--- config.mk ---
export PLATFORM = sky130hd
export DESIGN_NAME = cfg_serial_loader
export DESIGN_NICKNAME = d
export VERILOG_FILES = /design/src/rtl/cfg_load_pkg.sv /design/src/rtl/cfg_span_counter.sv /design/src/rtl/cfg_byte_feed.sv /design/src/rtl/cfg_serial_loader.sv
export SDC_FILE = /design/constraint.sdc
export NUM_CORES = 1
export LEC_CHECK = 0
export BUFFER_PORTS_ARGS = -buffer_cell sky130_fd_sc_hd__buf_2
export CAP_MARGIN = 30
export CORE_MARGIN = 2
export CORE_UTILIZATION = 40
export DETAILED_ROUTE_END_ITERATION = 6
export GPL_TIMING_DRIVEN = 0
export REMOVE_ABC_BUFFERS = 1
export SETUP_SLACK_MARGIN = 0.1
export SYNTH_ARGS = -nofsm -noshare
export SYNTH_HDL_FRONTEND = slang
export SYNTH_SLANG_ARGS = --single-unit
--- constraint.sdc ---
create_clock -name clk -period 4.8 [get_ports clk]
set_clock_uncertainty 0.1 [all_clocks]
set_input_delay 0.96 -clock clk [delete_from_list [all_inputs] [get_ports clk]]
set_output_delay 0.96 -clock clk [all_outputs]
set_load 0.02 [all_outputs]
--- src/rtl/cfg_load_pkg.sv ---
package cfg_load_pkg;

    localparam int WORD_BYTES = 4;
    localparam int BYTE_BITS  = 8;

    typedef enum logic [3:0] {
        ST_IDLE,
        ST_PROG,
        ST_WAIT_INIT,
        ST_FETCH,
        ST_BIT_LO,
        ST_BIT_HI,
        ST_FLUSH_LO,
        ST_FLUSH_HI,
        ST_OK,
        ST_FAIL
    } ld_state_t;

endpackage

--- src/rtl/cfg_span_counter.sv ---
module cfg_span_counter #(
    parameter int W = 4
) (
    input  logic         clk,
    input  logic         rst_n,
    input  logic         load,
    input  logic [W-1:0] load_val,
    input  logic         dec,
    output logic         zero
);

    logic [W-1:0] cnt;

    always_ff @(posedge clk or negedge rst_n) begin
        if (!rst_n) begin
            cnt <= '0;
        end else if (load) begin
            cnt <= load_val;
        end else if (dec && (cnt != '0)) begin
            cnt <= cnt - 1'b1;
        end
    end

    assign zero = (cnt == '0);

endmodule

--- src/rtl/cfg_byte_feed.sv ---
module cfg_byte_feed #(
    parameter int WORD_BYTES = 4,
    parameter int DW         = 8
) (
    input  logic          clk,
    input  logic          rst_n,
    input  logic          clear,
    input  logic          rev,
    input  logic          take_req,
    input  logic          take,
    input  logic [DW-1:0] s_data,
    input  logic          s_valid,
    output logic          s_ready,
    output logic          out_valid,
    output logic [DW-1:0] out_byte
);

    localparam int IDX_W = $clog2(WORD_BYTES);
    localparam logic [IDX_W-1:0] LAST_IDX = IDX_W'(WORD_BYTES - 1);
    localparam logic [IDX_W:0]   FULL_CNT = (IDX_W + 1)'(WORD_BYTES);

    logic [DW-1:0]  buf_q [WORD_BYTES];
    logic [IDX_W:0] fill;
    logic [IDX_W-1:0] rd;
    logic           full;

    assign full = (fill == FULL_CNT);

    always_comb begin
        if (rev) begin
            s_ready   = take_req && !full;
            out_valid = full;
            out_byte  = buf_q[rd];
        end else begin
            s_ready   = take_req;
            out_valid = s_valid;
            out_byte  = s_data;
        end
    end

    always_ff @(posedge clk or negedge rst_n) begin
        if (!rst_n) begin
            fill <= '0;
            rd   <= LAST_IDX;
        end else if (clear) begin
            fill <= '0;
            rd   <= LAST_IDX;
        end else if (rev) begin
            if (s_valid && s_ready) begin
                fill <= fill + 1'b1;
            end else if (take) begin
                if (rd == '0) begin
                    fill <= '0;
                    rd   <= LAST_IDX;
                end else begin
                    rd <= rd - 1'b1;
                end
            end
        end
    end

    always_ff @(posedge clk) begin
        if (rev && s_valid && s_ready) begin
            buf_q[fill[IDX_W-1:0]] <= s_data;
        end
    end

    // the sequencer only takes a byte that is on offer
    assert_take_valid_R11: assert property (@(posedge clk) disable iff (!rst_n)
        take |-> out_valid);

    // a word stays on offer, and closed to the stream, until its last byte leaves
    assert_word_drain_R7: assert property (@(posedge clk) disable iff (!rst_n)
        rev && take && (rd != '0) && !clear |=> out_valid && !s_ready);

endmodule

--- src/rtl/cfg_serial_loader.sv ---
module cfg_serial_loader
    import cfg_load_pkg::*;
#(
    parameter int LEN_W       = 24,
    parameter int PROG_CYCLES = 10_000_000,
    parameter int INIT_POLLS  = 100_000,
    parameter int DONE_PULSES = 100_000,
    parameter int CLK_HALF    = 2
) (
    input  logic             clk,
    input  logic             rst_n,
    input  logic             start,
    input  logic [LEN_W-1:0] length,
    input  logic             reverse,
    input  logic [7:0]       s_data,
    input  logic             s_valid,
    output logic             s_ready,
    output logic             pgm_n,
    output logic             ser_clk,
    output logic             ser_data,
    input  logic             dev_ready,
    input  logic             dev_configured,
    output logic             busy,
    output logic             load_ok,
    output logic             load_err
);

    localparam int WB_W     = $clog2(WORD_BYTES);
    localparam int BIT_W    = $clog2(BYTE_BITS);
    localparam int PH_W     = $clog2(CLK_HALF + 1);
    localparam int WAIT_MAX = (PROG_CYCLES > INIT_POLLS)
        ? ((PROG_CYCLES > DONE_PULSES) ? PROG_CYCLES : DONE_PULSES)
        : ((INIT_POLLS  > DONE_PULSES) ? INIT_POLLS  : DONE_PULSES);
    localparam int WAIT_W   = $clog2(WAIT_MAX + 1);

    localparam logic [WAIT_W-1:0] PROG_LD = WAIT_W'(PROG_CYCLES - 1);
    localparam logic [WAIT_W-1:0] INIT_LD = WAIT_W'(INIT_POLLS - 1);
    localparam logic [WAIT_W-1:0] DONE_LD = WAIT_W'(DONE_PULSES - 1);
    localparam logic [PH_W-1:0]   PH_LD   = PH_W'(CLK_HALF - 1);
    localparam logic [BIT_W-1:0]  BIT_LD  = BIT_W'(BYTE_BITS - 1);

    ld_state_t st, st_nx;

    logic                 ld_start, take;
    logic                 wt_load, wt_dec, wt_zero;
    logic [WAIT_W-1:0]    wt_val;
    logic                 ph_load, ph_zero;
    logic                 feed_valid;
    logic [BYTE_BITS-1:0] feed_byte;
    logic [LEN_W-1:0]     remain;
    logic                 rev_q;
    logic [BYTE_BITS-1:0] shreg;
    logic [BIT_W-1:0]     bits_left;

    cfg_span_counter #(.W(WAIT_W)) u_wait (
        .clk      (clk),
        .rst_n    (rst_n),
        .load     (wt_load),
        .load_val (wt_val),
        .dec      (wt_dec),
        .zero     (wt_zero)
    );

    cfg_span_counter #(.W(PH_W)) u_phase (
        .clk      (clk),
        .rst_n    (rst_n),
        .load     (ph_load),
        .load_val (PH_LD),
        .dec      (1'b1),
        .zero     (ph_zero)
    );

    cfg_byte_feed #(.WORD_BYTES(WORD_BYTES), .DW(BYTE_BITS)) u_feed (
        .clk       (clk),
        .rst_n     (rst_n),
        .clear     (ld_start),
        .rev       (rev_q),
        .take_req  (st == ST_FETCH),
        .take      (take),
        .s_data    (s_data),
        .s_valid   (s_valid),
        .s_ready   (s_ready),
        .out_valid (feed_valid),
        .out_byte  (feed_byte)
    );

    // State register
    always_ff @(posedge clk or negedge rst_n) begin
        if (!rst_n) st <= ST_IDLE;
        else        st <= st_nx;
    end

    // Next state and counter control
    always_comb begin
        st_nx    = st;
        ld_start = 1'b0;
        take     = 1'b0;
        wt_load  = 1'b0;
        wt_val   = '0;
        wt_dec   = 1'b0;
        ph_load  = 1'b0;
        unique case (st)
            ST_IDLE, ST_OK, ST_FAIL: begin
                if (start) begin
                    ld_start = 1'b1;
                    if (reverse && (length[WB_W-1:0] != '0)) begin
                        st_nx = ST_FAIL;
                    end else begin
                        st_nx   = ST_PROG;
                        wt_load = 1'b1;
                        wt_val  = PROG_LD;
                    end
                end
            end
            ST_PROG: begin
                if (wt_zero) begin
                    st_nx   = ST_WAIT_INIT;
                    wt_load = 1'b1;
                    wt_val  = INIT_LD;
                end else begin
                    wt_dec = 1'b1;
                end
            end
            ST_WAIT_INIT: begin
                if (dev_ready) begin
                    ph_load = 1'b1;
                    if (remain == '0) begin
                        st_nx   = ST_FLUSH_LO;
                        wt_load = 1'b1;
                        wt_val  = DONE_LD;
                    end else begin
                        st_nx = ST_FETCH;
                    end
                end else if (wt_zero) begin
                    st_nx = ST_FAIL;
                end else begin
                    wt_dec = 1'b1;
                end
            end
            ST_FETCH: begin
                if (feed_valid) begin
                    take    = 1'b1;
                    ph_load = 1'b1;
                    st_nx   = ST_BIT_LO;
                end
            end
            ST_BIT_LO: begin
                if (ph_zero) begin
                    ph_load = 1'b1;
                    st_nx   = ST_BIT_HI;
                end
            end
            ST_BIT_HI: begin
                if (ph_zero) begin
                    ph_load = 1'b1;
                    if (bits_left != '0) begin
                        st_nx = ST_BIT_LO;
                    end else if (remain == LEN_W'(1)) begin
                        st_nx   = ST_FLUSH_LO;
                        wt_load = 1'b1;
                        wt_val  = DONE_LD;
                    end else begin
                        st_nx = ST_FETCH;
                    end
                end
            end
            ST_FLUSH_LO: begin
                if (dev_configured) begin
                    st_nx = ST_OK;
                end else if (ph_zero) begin
                    ph_load = 1'b1;
                    st_nx   = ST_FLUSH_HI;
                end
            end
            ST_FLUSH_HI: begin
                if (ph_zero) begin
                    if (wt_zero) begin
                        st_nx = ST_FAIL;
                    end else begin
                        wt_dec  = 1'b1;
                        ph_load = 1'b1;
                        st_nx   = ST_FLUSH_LO;
                    end
                end
            end
            default: st_nx = ST_IDLE;
        endcase
    end

    // Byte and bit bookkeeping
    always_ff @(posedge clk or negedge rst_n) begin
        if (!rst_n) begin
            remain    <= '0;
            rev_q     <= 1'b0;
            shreg     <= '0;
            bits_left <= '0;
        end else begin
            if (ld_start) begin
                remain <= length;
                rev_q  <= reverse;
            end
            if (take) begin
                shreg     <= feed_byte;
                bits_left <= BIT_LD;
            end else if (st == ST_BIT_HI && ph_zero) begin
                if (bits_left != '0) begin
                    shreg     <= shreg << 1;
                    bits_left <= bits_left - 1'b1;
                end else begin
                    remain <= remain - 1'b1;
                end
            end
        end
    end

    // Outputs decoded from the state register
    always_comb begin
        pgm_n    = (st != ST_PROG);
        ser_clk  = (st == ST_BIT_HI) || (st == ST_FLUSH_HI);
        ser_data = ((st == ST_BIT_LO) || (st == ST_BIT_HI)) && shreg[BYTE_BITS-1];
        busy     = !((st == ST_IDLE) || (st == ST_OK) || (st == ST_FAIL));
        load_ok  = (st == ST_OK);
        load_err = (st == ST_FAIL);
    end

    assert_idle_pins_R1: assert property (@(posedge clk) disable iff (!rst_n)
        !busy |-> pgm_n && !ser_clk && !ser_data);

    assert_pulse_quiet_R2: assert property (@(posedge clk) disable iff (!rst_n)
        !pgm_n |-> busy && !ser_clk && !s_ready);

    assert_data_setup_R4: assert property (@(posedge clk) disable iff (!rst_n)
        $rose(ser_clk) |-> $stable(ser_data));

    assert_status_onehot_R8: assert property (@(posedge clk) disable iff (!rst_n)
        $onehot0({busy, load_ok, load_err}));

    assert_ok_hold_R8: assert property (@(posedge clk) disable iff (!rst_n)
        load_ok && !start |=> load_ok);

    assert_err_hold_R8: assert property (@(posedge clk) disable iff (!rst_n)
        load_err && !start |=> load_err);

    assert_reject_len_R9: assert property (@(posedge clk) disable iff (!rst_n)
        start && !busy && reverse && (length[WB_W-1:0] != '0) |=> load_err && pgm_n);

    assert_ready_in_data_R11: assert property (@(posedge clk) disable iff (!rst_n)
        s_ready |-> busy && pgm_n && !ser_clk);

endmodule

==> reports/metrics.yaml <==
clock_latency_ns: 0.37
rr_worst_depth: 5
path_max_fanout: 17
vias: 4616
wl_per_cell_um: 17.3
drt_wl_total_um: 13500
path_class: "register to register"
grt_pass1_vias: 4497
grt_use_total_pct: 18.1
seqPwrFrac_pct: 46.0
run_status: "finished clean"
synth_ff_type: "dfrtp_1"
die-area_um2: 15500
grt_pass1_wl_um: 22700
port-buffer-count: 45
yosysSeqAreaShare_pct: 47.3
min_period_ns: 3.32
internal_power_mw: 1.80
tns_ns: 0
rows: 43
cts-root-buf: "clkbuf_16"
path_depth: 5
sw_frac_of_total_pct: 37.8
syn2layout_area_growth_pct: 10.9
synth-seq-cells: 103
end_kind: "register"
grt_use_met3_pct: 4.12
cts_inserted_buffers: 9
clk_path_buf_depth: 2
drc: 0
max_cap_viol_count: 0
path_cells: "nor4_1 -> nand4_1 -> o311ai_4 -> nor3_1 -> or4_1"
finalNetCount: 647
busiest_layer: "met2"
drive_gt1_share_pct: 15.6
holdBufCountCts: 0
period_share_pct: 69.1
postSynthAreaPerCell_um2: 10.1
p_leak_nw: 2.41
crit_path_start: "u_wait.cnt[12]$_DFFE_PN0P_"
drt_iter0_drc: 341
yosysWarnings: 0
p_sw_mw: 1.10
initial_core_util_pct: 41.4
hold_viol_final: 0
max_stage_delay_ns: 0.84
vdd_drop_max_v: 0.000236
core_area_um2: 14000
synth.cell_area_um2: 5790
routabilityCongestion: 0.849
met1_usage_pct: 24.1
worstHoldStart: "u_feed.fill[2]$_DFFE_PN0P_"
rr_startpoint: "u_wait.cnt[12]$_DFFE_PN0P_"
clock_sinks: 103
antenna_found_initial: 0
rsz0062_at_grt: "false"
p_comb_share_pct: 29.2
grt_max_degree: 37
tightestPinTransition_ns: 0.888
post-cts-setup-buffers: 0
required_ns: 4.94
cp-start-kind: "register"
drtAntennaViolNets: 0
hold_depth: 1
htreeDepth: 3
slew_viol_final: 0
synthesis.instances: 571
io_pins: 46
post_cts_resized: 0
synth_edf_count: 32
async_reset_ff_share_pct: 68.9
dr.pass1.iters: 5
clkTransAtPathRegs_ns: 0.08
setup_ws_ns: 1.48
crit_buf_inv: 0
met2_usage_pct: 28.8
grt_remaining_overflow: 0
ys_types: 70
chipWidth_um: 124
antenna_cells: 0
dp_hpwl_um: 9490
via_per_inst: 5.91
die_h_um: 124
setup_viol: 0
powerDensity_nw_per_um2: 452
cts_tree: "yes"
power_frac_clock_pct: 24.8
crit_family: "simple AND/OR/NAND/NOR gates"
pre_cts_slack_ns: 1.45
min_path_type: "register to register"
clock.fmax_ghz: 0.302
arrival_ns: 3.45
slowest_stage: "o311ai_4"
n_fill_cell: 1359
relSlewSlack_pct: 40.8
[cell type report]
class | instances | area, µm² | area share [%]
multi-input combinational | 412 | 2820 | 43.9
timing repair buffer | 47 | 263 | 4.09
sequential | 103 | 2740 | 42.6
clock buffer | 10 | 239 | 3.72
clock inverter | 6 | 51.3 | 0.798
inverter | 23 | 86.3 | 1.34
tap | 180 | 225 | 3.50
[cells in the mapped netlist, types with 3 or more instances]
cell	instances	area, µm²
o211ai_1	9	67.6
a311oi_1	5	43.8
a31oi_1	8	50.1
nor4b_1	3	26.3
o221a_2	4	45.0
a41oi_1	3	26.3
o41ai_1	4	35.0
and3_1	10	62.6
nor3_1	16	80.1
mux2i_1	9	90.1
o31ai_1	12	90.1
edfxtp_1	32	961
nor2_1	43	161
or4_1	18	135
nor2b_1	11	68.8
o2111ai_1	4	35.0
a211oi_1	15	113
nand3_1	18	90.1
ha_1	12	150
dfrtp_1	69	1730
a21oi_1	44	220
xnor2_1	4	35.0
nand4_1	8	50.1
or3_1	10	62.6
inv_1	23	86.3
buf_2	3	15.0
nor4_1	12	75.1
or2_2	6	37.5
nand2_1	30	113
clkbuf_1	26	97.6
nand2b_1	10	62.6
o21ai_0	21	105
and2_1	8	50.1
mux4_2	8	180
xor2_1	4	35.0
[path summary, 6_finish.rpt]
path                                               to  slack (ns)
max                         u_wait.cnt[7]$_DFFE_PN0P_        1.48
min                        u_feed.fill[2]$_DFFE_PN0P_        0.39
max reg2reg                 u_wait.cnt[7]$_DFFE_PN0P_        1.48
min reg2reg                u_feed.fill[2]$_DFFE_PN0P_        0.39
max in group asynchronous        remain[12]$_DFF_PN0_        3.57
min in group asynchronous  u_wait.cnt[15]$_DFFE_PN0P_        0.45
[per-layer routing]
metal	routed length (µm)	vias up
met2	6380	114
met4	322	0
met3	623	23
met1	6220	2235
li1	-	2244
met5	0	-
[power groups by stage]
stage / Clock (mW) / Combinational, mW / Sequential [mW]
after floorplan: 0 / 0.630 / 1.28
after global placement: 0 / 0.815 / 1.34
after detailed placement: 0 / 0.852 / 1.35
after CTS: 0.744 / 0.853 / 1.33
after global routing: 0.781 / 0.957 / 1.37
final: 0.720 / 0.846 / 1.34
[state kept, by name, indices dropped and copies added, names as in the netlist]
| register | flops |
|---|---|
| bits_left | 3 |
| u_feed.fill | 3 |
| u_wait.cnt | 24 |
| remain | 24 |
| shreg | 8 |
| rev_q | 1 |
| u_feed.buf_q | 32 |
| u_feed.rd | 2 |
| st | 4 |
| u_phase.cnt | 2 |
[kinds of logic (layout without fill, tap and decap cells)]
| family | Yosys count | after routing | synth area share (%) |
|---|---|---|---|
| compound gates | 152 | 152 | 18.4 |
| mux | 17 | 17 | 4.66 |
| simple gates | 223 | 223 | 21.9 |
| buf+inv | 56 | 86 | 4.02 |
| xor+xnor | 8 | 8 | 1.21 |
| flops | 103 | 103 | 47.3 |
| fa+ha+maj | 12 | 12 | 2.59 |
[worst reg2reg max path: stages, from the launching register on]
cell,delay (ns)
dfrtp_1,0.42
nor4_1,0.52
nand4_1,0.68
o311ai_4,0.85
nor3_1,0.08
or4_1,0.53
[layout by cell type, fill, tap and decap left out, types with 10 or more instances in the layout]
| cell type | Yosys | layout |
|---|---|---|
| ha_1 | 12 | 12 |
| nor4_1 | 12 | 12 |
| o31ai_1 | 12 | 12 |
| edfxtp_1 | 32 | 32 |
| or4_1 | 18 | 18 |
| inv_1 | 23 | 23 |
| nor2_1 | 43 | 43 |
| nor3_1 | 16 | 16 |
| o21ai_0 | 21 | 21 |
| nand3_1 | 18 | 18 |
| a21oi_1 | 44 | 44 |
| a211oi_1 | 15 | 15 |
| dfrtp_1 | 69 | 69 |
| nor2b_1 | 11 | 11 |
| buf_2 | 3 | 44 |
| nand2_1 | 30 | 30 |
| nand2b_1 | 10 | 10 |
| or3_1 | 10 | 10 |
| and3_1 | 10 | 10 |
[stage by stage]
step           total power, mW  utilization, %  instances  area [µm²]  hold slack, ns
6_report                  2.90            45.9        781        6430           0.385
5_1_grt                   3.11            45.9        781        6430           0.425
3_5_place_dp              2.20            43.9        765        6140           0.384
2_1_floorplan             1.91               -        538        5650           0.341
4_1_cts                   2.93            45.9        781        6430           0.394
3_3_place_gp              2.15            43.6        763        6100           0.372
No activity file was read; power rests on OpenSTA's default activity.
